$ cat src/rtl/ipx_pkg.sv
package ipx_pkg;
  typedef enum logic {
    IPX_RUN  = 1'b0,
    IPX_DOZE = 1'b1
  } ipx_mode_e;
endpackage

$ cat src/rtl/ipx_frame_timer.sv
module ipx_frame_timer #(
  parameter int FRAME_LEN = 64
) (
  input  logic clk,
  input  logic rst_n,
  input  logic pay_start_i,
  input  logic asleep_i,
  output logic bnd_o
);
  localparam int POS_W = $clog2(FRAME_LEN);
  localparam logic [POS_W-1:0] LAST = POS_W'(FRAME_LEN - 1);

  logic [POS_W-1:0] fpos_q, fpos_d;
  logic             awake_bnd, doze_bnd;

  always_comb begin
    awake_bnd = pay_start_i & ~asleep_i;
    doze_bnd  = asleep_i & (fpos_q == '0);
    bnd_o     = awake_bnd | doze_bnd;
    if (awake_bnd)
      fpos_d = POS_W'(1);
    else if (fpos_q == LAST)
      fpos_d = '0;
    else
      fpos_d = fpos_q + 1'b1;
  end

  always_ff @(posedge clk or negedge rst_n) begin
    if (!rst_n) fpos_q <= '0;
    else        fpos_q <= fpos_d;
  end

  // while asleep, a stray marker must not move the timer
  a_r8_marker_ignored: assert property (@(posedge clk) disable iff (!rst_n)
    (asleep_i && $past(asleep_i) && pay_start_i && fpos_q != '0) |-> !bnd_o);
endmodule

$ cat src/rtl/ipx_sleep_ctrl.sv
module ipx_sleep_ctrl
  import ipx_pkg::*;
#(
  parameter int SW = 8
) (
  input  logic          clk,
  input  logic          rst_n,
  input  logic          bnd_i,
  input  logic          req_i,
  input  logic [SW-1:0] frames_i,
  output logic          asleep_o,
  output logic          start_o
);
  ipx_mode_e     mode_q, mode_d;
  logic [SW-1:0] rem_q, rem_d;
  logic          pend_v_q, pend_v_d;
  logic [SW-1:0] pend_n_q, pend_n_d;
  logic          take;

  always_comb begin
    mode_d   = mode_q;
    rem_d    = rem_q;
    pend_v_d = pend_v_q;
    pend_n_d = pend_n_q;
    start_o  = 1'b0;
    take     = 1'b0;
    if (bnd_i) begin
      case (mode_q)
        IPX_RUN: begin
          if (pend_v_q) begin
            mode_d   = IPX_DOZE;
            rem_d    = pend_n_q;
            pend_v_d = 1'b0;
            take     = 1'b1;
          end else begin
            start_o = 1'b1;
          end
        end
        default: begin
          if (rem_q == SW'(1)) begin
            mode_d  = IPX_RUN;
            start_o = 1'b1;
          end else begin
            rem_d = rem_q - 1'b1;
          end
        end
      endcase
    end
    if (req_i && (frames_i != '0) && (mode_q == IPX_RUN) && !take) begin
      pend_v_d = 1'b1;
      pend_n_d = frames_i;
    end
  end

  always_ff @(posedge clk or negedge rst_n) begin
    if (!rst_n) begin
      mode_q   <= IPX_RUN;
      rem_q    <= '0;
      pend_v_q <= 1'b0;
      pend_n_q <= '0;
    end else begin
      mode_q   <= mode_d;
      rem_q    <= rem_d;
      pend_v_q <= pend_v_d;
      pend_n_q <= pend_n_d;
    end
  end

  assign asleep_o = (mode_q == IPX_DOZE);

  // sleep begins only on a frame boundary
  a_r7_enter_on_boundary: assert property (@(posedge clk) disable iff (!rst_n)
    $rose(asleep_o) |-> $past(bnd_i));
  // wake-up happens only on a frame boundary
  a_r8_wake_on_boundary: assert property (@(posedge clk) disable iff (!rst_n)
    $fell(asleep_o) |-> $past(bnd_i));
endmodule

$ cat src/rtl/ipx_picker.sv
module ipx_picker #(
  parameter int PAY_LEN = 48,
  parameter int AW      = 7
) (
  input  logic          clk,
  input  logic          rst_n,
  input  logic          bnd_i,
  input  logic          start_i,
  input  logic          line_bit_i,
  input  logic          load_i,
  input  logic [AW-1:0] ofs_i,
  input  logic [AW-1:0] stride_i,
  output logic          bit_o,
  output logic          vld_o
);
  localparam int LW = (PAY_LEN > 1) ? $clog2(PAY_LEN) : 1;
  localparam logic [LW-1:0] LEFT_INIT = LW'(PAY_LEN - 1);

  logic [AW-1:0] pofs_q, pstr_q;
  logic [AW-1:0] phase_q, phase_d, stride_q, stride_d;
  logic [LW-1:0] left_q, left_d;
  logic          act_q, act_d;
  logic          vld_q, bit_q;
  logic          in_win, hit;
  logic [AW-1:0] ph, k;
  logic [LW-1:0] rem;

  always_comb begin
    in_win = start_i | (act_q & ~bnd_i);
    ph     = start_i ? pofs_q : phase_q;
    k      = start_i ? pstr_q : stride_q;
    rem    = start_i ? LEFT_INIT : left_q;
    hit    = in_win && (k != '0) && (ph == '0);

    stride_d = start_i ? pstr_q : stride_q;
    act_d    = in_win && (rem != '0) && (k != '0);
    left_d   = (rem != '0) ? rem - 1'b1 : '0;
    if (hit)
      phase_d = k - 1'b1;
    else if (ph != '0)
      phase_d = ph - 1'b1;
    else
      phase_d = '0;
  end

  always_ff @(posedge clk or negedge rst_n) begin
    if (!rst_n) begin
      pofs_q <= '0;
      pstr_q <= '0;
    end else if (load_i) begin
      pofs_q <= ofs_i;
      pstr_q <= stride_i;
    end
  end

  always_ff @(posedge clk or negedge rst_n) begin
    if (!rst_n) begin
      phase_q  <= '0;
      stride_q <= '0;
      left_q   <= '0;
      act_q    <= 1'b0;
      vld_q    <= 1'b0;
      bit_q    <= 1'b0;
    end else begin
      phase_q  <= phase_d;
      stride_q <= stride_d;
      left_q   <= left_d;
      act_q    <= act_d;
      vld_q    <= hit;
      bit_q    <= hit & line_bit_i;
    end
  end

  assign vld_o = vld_q;
  assign bit_o = bit_q;

  // a strobe only comes from a cycle inside an open payload window
  a_r6_valid_in_window: assert property (@(posedge clk) disable iff (!rst_n)
    vld_q |-> $past(start_i || act_q));
  // back-to-back strobes inside one window imply a stride of one
  a_r2_adjacent_stride: assert property (@(posedge clk) disable iff (!rst_n)
    (vld_q && $past(vld_q) && !$past(start_i)) |-> (stride_q == AW'(1)));
endmodule

$ cat src/rtl/ilv_payload_extract.sv
module ilv_payload_extract #(
  parameter int FRAME_LEN = 64,
  parameter int PAY_LEN   = 48,
  parameter int AW        = 7,
  parameter int SW        = 8
) (
  input  logic          clk,
  input  logic          rst_n,
  input  logic          line_bit,
  input  logic          pay_start,
  input  logic          alloc_load,
  input  logic [AW-1:0] alloc_offset,
  input  logic [AW-1:0] alloc_stride,
  input  logic          sleep_req,
  input  logic [SW-1:0] sleep_frames,
  output logic          pay_bit,
  output logic          pay_valid,
  output logic          asleep
);
  logic [1:0] rst_sync_q;
  logic       rst_int_n;
  logic       bnd, start, doze;

  always_ff @(posedge clk or negedge rst_n) begin
    if (!rst_n) rst_sync_q <= 2'b00;
    else        rst_sync_q <= {rst_sync_q[0], 1'b1};
  end
  assign rst_int_n = rst_sync_q[1];

  ipx_frame_timer #(.FRAME_LEN(FRAME_LEN)) u_timer (
    .clk        (clk),
    .rst_n      (rst_int_n),
    .pay_start_i(pay_start),
    .asleep_i   (doze),
    .bnd_o      (bnd)
  );

  ipx_sleep_ctrl #(.SW(SW)) u_sleep (
    .clk     (clk),
    .rst_n   (rst_int_n),
    .bnd_i   (bnd),
    .req_i   (sleep_req),
    .frames_i(sleep_frames),
    .asleep_o(doze),
    .start_o (start)
  );

  ipx_picker #(.PAY_LEN(PAY_LEN), .AW(AW)) u_pick (
    .clk       (clk),
    .rst_n     (rst_int_n),
    .bnd_i     (bnd),
    .start_i   (start),
    .line_bit_i(line_bit),
    .load_i    (alloc_load),
    .ofs_i     (alloc_offset),
    .stride_i  (alloc_stride),
    .bit_o     (pay_bit),
    .vld_o     (pay_valid)
  );

  assign asleep = doze;

  // nothing is emitted while asleep
  a_r9_quiet_while_asleep: assert property (@(posedge clk) disable iff (!rst_int_n)
    asleep |-> !pay_valid);
endmodule

$ cat config.mk
export PLATFORM = sky130hd
export DESIGN_NAME = ilv_payload_extract
export DESIGN_NICKNAME = d
export VERILOG_FILES = /design/src/rtl/ipx_pkg.sv /design/src/rtl/ipx_frame_timer.sv /design/src/rtl/ipx_sleep_ctrl.sv /design/src/rtl/ipx_picker.sv /design/src/rtl/ilv_payload_extract.sv
export SDC_FILE = /design/constraint.sdc
export NUM_CORES = 1
export LEC_CHECK = 0
export ABC_AREA = 1
export BUFFER_PORTS_ARGS = -buffer_cell sky130_fd_sc_hd__buf_2
export CORE_ASPECT_RATIO = 0.9
export CORE_MARGIN = 1
export CORE_UTILIZATION = 60
export CTS_CLUSTER_DIAMETER = 60
export DETAILED_ROUTE_END_ITERATION = 12
export PLACE_DENSITY = 0.78
export SKIP_LAST_GASP = 1
export SLEW_MARGIN = 20
export SYNTH_ARGS = -nofsm -noshare
export SYNTH_HDL_FRONTEND = slang
export SYNTH_SLANG_ARGS = --single-unit
$ cat constraint.sdc
create_clock -name clk -period 5 [get_ports clk]
set_input_delay 1 -clock clk [delete_from_list [all_inputs] [get_ports clk]]
set_output_delay 1 -clock clk [all_outputs]
set_load 0.05 [all_outputs]
Word-level counts from Yosys, hierarchy flattened:

Cells that the tools add are included.

* register bits after elaboration: 63

* add/sub/neg operators: 5
* equality and inequality tests: 4
* muxes and demuxes: 23
* bitwise operators: 8
* reduce and logical (&&, ||, !) cells: 18

Operators with widths (number)
* 7-bit 2-to-1 mux: 4
* 6-bit 2-to-1 mux: 4
* 8-bit 2-to-1 mux: 3
* 7-bit nonzero test: 2
* 7-bit by 1-bit subtractor with 7-bit output, second input constant: 2
* 1-bit 2-to-1 mux: 12
* 8-bit by 1-bit equality test with 1-bit output, second input constant: 1
* 8-bit nonzero test: 1
* 8-bit by 1-bit subtractor with 8-bit output, second input constant: 1
* 1-bit logical AND: 7
* 7-bit logical NOT: 1
* 6-bit by 1-bit adder with 6-bit output, second input constant: 1
* 6-bit equality test, second input constant: 1
* 6-bit logical NOT: 1
* 6-bit nonzero test: 1
* 6-bit by 1-bit subtractor with 6-bit output, second input constant: 1
* 1-bit bitwise AND: 4
* 2-bit != test, second input constant: 2
* 2-bit nonzero test: 2
* 3-bit AND reduction: 1
* 1-bit inverter: 2
* 1-bit bitwise OR: 2
* 2-bit AND reduction: 1
* 1-bit logical NOT: 1

Logic depth before layout (Yosys ltp):

* word-level depth: 9
* depth in mapped cells: 19
* depth with buffers taken out: 17

Cells and area by module:

A second synthesis with hierarchy kept.

* cell total of the unflattened synthesis: 408
* area total of the unflattened synthesis: 3289.4 µm²

By module, submodules not included
* ipx_picker: times used 1, cells an instance 222, area an instance 1895.6 µm²
* ipx_sleep_ctrl: times used 1, cells an instance 142, area an instance 1006.0 µm²
* ipx_frame_timer: times used 1, cells an instance 41, area an instance 334.1 µm²
* ilv_payload_extract: times used 1, cells an instance 3, area an instance 53.8 µm²

Worst setup path before layout:

Ideal clock, no wire load.

* path kind: input to register
* from: input pay_start
* to: register u_pick.phase_q[6]
* data arrival time: 2515 ps
* required time: 4935 ps
* slack: 2419 ps
* stages: 12
* buffers on the path: 1
* cell sequence: nand2_1 -> nand2_2 -> nand3_2 -> buf_2 -> o21ai_1 -> ha_1 -> nand2_1 -> nor2_2 -> nand2_4 -> nor2_8 -> nand2_1 -> nand2_1

* word-level cells in the longest chain between the ends: 8
* elaborated cells on any way between the ends: 17
* classes of those cells: add/sub (2); mux (5); bitwise (5); reduce/logical (5)

RTL lines
* start, declared: RTL line ilv_payload_extract.sv:10 `input logic pay_start,`
* 1-bit bitwise AND *: RTL line ipx_frame_timer.sv:17 `awake_bnd = pay_start_i & ~asleep_i;`
* 1-bit bitwise OR *: RTL line ipx_frame_timer.sv:19 `bnd_o = awake_bnd | doze_bnd;`
* 1-bit 2-to-1 mux / 1-bit inverter (equally long branches): RTL line ipx_sleep_ctrl.sv:27, ipx_picker.sv:29
* 7-bit 2-to-1 mux / 1-bit bitwise AND (equally long branches): RTL line ipx_picker.sv:31, ipx_picker.sv:29
* 7-bit nonzero test / 1-bit bitwise OR (equally long branches): RTL line ipx_picker.sv:33, ipx_picker.sv:29
* 1-bit logical AND: RTL line ipx_picker.sv:33 `hit = in_win && (k != '0) && (ph == '0);`
* 1-bit logical AND *: RTL line ipx_picker.sv:33
* via u_pick.hit: RTL line ipx_picker.sv:24 `logic in_win, hit;`
* 7-bit 2-to-1 mux *: RTL line ipx_picker.sv:38 `if (hit)`
* via u_pick.phase_d[6]: RTL line ipx_picker.sv:20 `logic [AW-1:0] phase_q, phase_d, stride_q, stride_d;`
* end signal, assigned: RTL line ipx_picker.sv:65 `phase_q <= phase_d;`
* end, declared: RTL line ipx_picker.sv:20

The timed path passes the listed nets; every way through them passes the cells marked *.
A chain may end at the register's enable or synchronous reset.

Final worst setup path:

* from: register u_sleep.mode_q (netlist: u_sleep.asleep_o)
* to: register u_pick.phase_q[4]

* word-level cells in the longest chain between the ends: 9
* elaborated cells on any way between the ends: 20
* classes of those cells: add/sub (2); mux (6); bitwise (7); reduce/logical (5)

RTL lines
* start, declared: RTL line ipx_sleep_ctrl.sv:14 `ipx_mode_e mode_q, mode_d;`
* start signal, assigned: RTL line ipx_sleep_ctrl.sv:62 `mode_q <= mode_d;`
* 1-bit inverter: RTL line ipx_frame_timer.sv:17
* 1-bit bitwise AND: RTL line ipx_frame_timer.sv:17
* 1-bit bitwise OR: RTL line ipx_frame_timer.sv:19
* 1-bit 2-to-1 mux / 1-bit inverter (equally long branches): RTL line ipx_sleep_ctrl.sv:27, ipx_picker.sv:29
* 7-bit 2-to-1 mux / 1-bit bitwise AND (equally long branches): RTL line ipx_picker.sv:31, ipx_picker.sv:29
* 7-bit nonzero test / 1-bit bitwise OR (equally long branches): RTL line ipx_picker.sv:33, ipx_picker.sv:29
* 1-bit logical AND: RTL line ipx_picker.sv:33
* 1-bit logical AND *: RTL line ipx_picker.sv:33
* via u_pick.hit: RTL line ipx_picker.sv:24
* 7-bit 2-to-1 mux *: RTL line ipx_picker.sv:38
* via u_pick.phase_d[4]: RTL line ipx_picker.sv:20

Marks and branches as above.

==> out/metrics.cfg <==
[run_status]
outcome = complete, no violations

[synthesis]
synthArstFlopShare = 1.00
synth.top_cells.by_area = dfrtp_1 49%, nand2_1 14%, inv_1 7.0%
synth_enable_flop_cells = 0
yosysTopAreaCellShare = 0.487
synthesis.area_um2 = 3240
yosysWarnings = 0
ys_ff_latch = 63
yosysMostFrequentCell = nand2_1
synth_cell_type_count = 36
synth_area_per_cell_um2 = 8.12
synth-seq-area-share = 0.487
syn_inst = 399
synth.net_count = 435
synth_area_leader_cell = dfrtp_1
yosys-top-cells-count = 117 x nand2_1, 63 x dfrtp_1, 60 x inv_1, 34 x o21ai_0, 24 x nor2_1
synthFlopType = dfrtp_1

[detailed_routing]
drc = 0
drt_iter0_markers = 203
ant_nets = 0
first_pass_iters = 4
avgRoutedWirePerCell_um = 12.7
vias_per_cell = 5.17
vias = 2579
totalWireLength_um = 6340

[timing]
setup_total_negative_slack_ns = 0
setup_viol = 0
final_max_slew_viol_count = 0
hold_violations = 0
period_share = 0.670
fmax_ghz = 0.298
tightestPinTransition_ns = 1.02
skew_ns = 0.00496
whs_ns = 0.111
relSlewSlack = 0.317
rsz0062_at_grt = no
setup_slack_ns = 1.65
period_minus_slack_ns = 3.35

[pwr]
p_comb_frac = 0.444
power.density_nw_per_um2 = 630
switching_share = 0.428
p_int_mw = 1.31
ir_drop_mv = 0.347
switching_power_mw = 0.977
p_leak_nw = 1.95
pwr-share-seq = 0.354
power_frac_clock = 0.202
finalPower_mw = 2.28

[placement]
place_ws_ns = 1.53
dp.cells = 483
gp_congestion = 0.842
io_buffers = 30
dpl.hpwl_um = 4470

[global_route]
grt_max_degree = 53
grt_pass1_vias = 2482
antenna_found_initial = 0
grtUsageTotal = 0.258
grt_pass1_wl_um = 11000
grt.overflow.total = 0

[worst_setup_path]
crit_arrival_ns = 3.63
cp-end-kind = flip-flop
r2r_start = u_sleep.asleep_o
cpMostUsedCell = nand2_1
worstSetupPathType = reg2reg
worstPathCellList = inv_2 > nor2_1 > nand3_1 > nand2_2 > nand3_2 > o21ai_1 > ha_1 > nand2_1 > nor2_2 > nand2_4 > nor2_8 > nand2_1 > nand2_1
path_delay_family = simple AND/OR/NAND/NOR gates
slowest_delay_ns = 0.59
critPathRequiredTime_ns = 5.28
startpoint = u_sleep.asleep_o
crit_buf_inv = 1
path_max_fanout = 31
critPathSlowestCell = dfrtp_1
crit_path_start_kind = flip-flop

[floorplan]
die_area_um2 = 5700
core_area_um2 = 5010
die_y_um = 71.7
die_w_um = 79.5
initial_utilization = 0.646
ioPinCount = 31
num_rows = 24

[clocking]
root_buffer = clkbuf_8
cts_buffers = 9
cts_sinks = 63
post_cts_buffers = 0
clk_pin_slew_ns = 0.07
cts_tree = done
ctsResizeCount = 0
cts.htree.levels = 3
ctsHoldBuffers = 0
cts_max_path_buffers = 2
insertion_delay_ns = 0.34

[finish]
nNetsFinal = 465
final_layout_size_suffix_gt1_frac = 0.157
layout.cells.non_filler = 499
syn_to_final_growth_pct = 11.9
antenna_cells = 0

[run]
maxCapViolCount = 0

[worst_hold_path]
min_path_type = reg2async

power groups by stage:
stage          Combinational, mW  Clock (mW)  Sequential (mW)
3_5_place_dp                1.00           0            0.812
5_1_grt                     1.17       0.490            0.831
6_report                    1.01       0.462            0.808
2_1_floorplan              0.827           0            0.793
4_1_cts                     1.01       0.474            0.806
3_3_place_gp               0.960           0            0.807
layer usage:
metal | GRT usage | wire, µm | part of all wire
met5 | 0 | 0 | 0
met4 | 0.0970 | 116 | 0.018
met3 | 0.0713 | 337 | 0.053
met2 | 0.409 | 2950 | 0.46
met1 | 0.338 | 2940 | 0.46
logic make-up (layout without fill, tap and decap cells):
logic type,Yosys count,in the layout,synth area share
AOI/OAI and AO/OA,56,56,0.100
buffers and inverters,73,108,0.0912
muxes,6,6,0.0209
adders and majority gates,8,8,0.0309
xor gates and xnor gates,7,7,0.0189
and+or+nand+nor,185,185,0.250
other,1,1,0.00116
DFF,63,63,0.487
sequential cells by signal (all words and copies together) (netlist names):
register,count
u_pick.vld_o,1
u_pick.pofs_q,7
u_pick.phase_q,7
u_pick.pstr_q,7
u_sleep.pend_n_q,8
u_sleep.asleep_o,1
rst_sync_q,2
u_pick.left_q,6
u_timer.fpos_q,6
u_pick.bit_o,1
u_sleep.pend_v_q,1
u_pick.stride_q,7
u_sleep.rem_q,8
u_pick.act_q,1
area by class of cell:
cell class | instances | area (µm²)
inverter | 61 | 229
clock buffer | 14 | 173
timing repair buffer | 31 | 158
multi-input combinational | 263 | 1370
clock inverter | 2 | 37.5
tap | 65 | 81.3
fill | 402 | 1390
sequential | 63 | 1580
final timing paths:
check | depth (start not counted) | to | slack, ns
max | 13 | u_pick.phase_q[4] | 1.65
min | 0 | u_pick.pstr_q[6] | 0.11
max reg2reg | 13 | u_pick.phase_q[4] | 1.65
min reg2reg | 0 | u_pick.pstr_q[6] | 0.11
max in group asynchronous | 1 | u_timer.fpos_q[4] | 4.02
min in group clk | 0 | rst_sync_q[1] | 0.35
stage by stage:
| step | util | cell area, µm² |
|---|---|---|
| after floorplan | - | 3240 |
| after global placement | 0.681 | 3410 |
| after detailed placement | 0.681 | 3410 |
| after CTS | 0.723 | 3620 |
| after global routing | 0.723 | 3620 |
| final | 0.723 | 3620 |
layout by cell type (no fill, tap or decap), types with 6 or more instances in the layout:
master,n
ha_1,8
nand2_1,117
a21oi_1,7
nand3_1,14
dfrtp_1,62
nand4_1,13
o21ai_0,34
clkbuf_8,12
inv_1,60
nor2_1,24
mux2_2,6
buf_2,30
No activity file was read; power rests on OpenSTA's default activity.
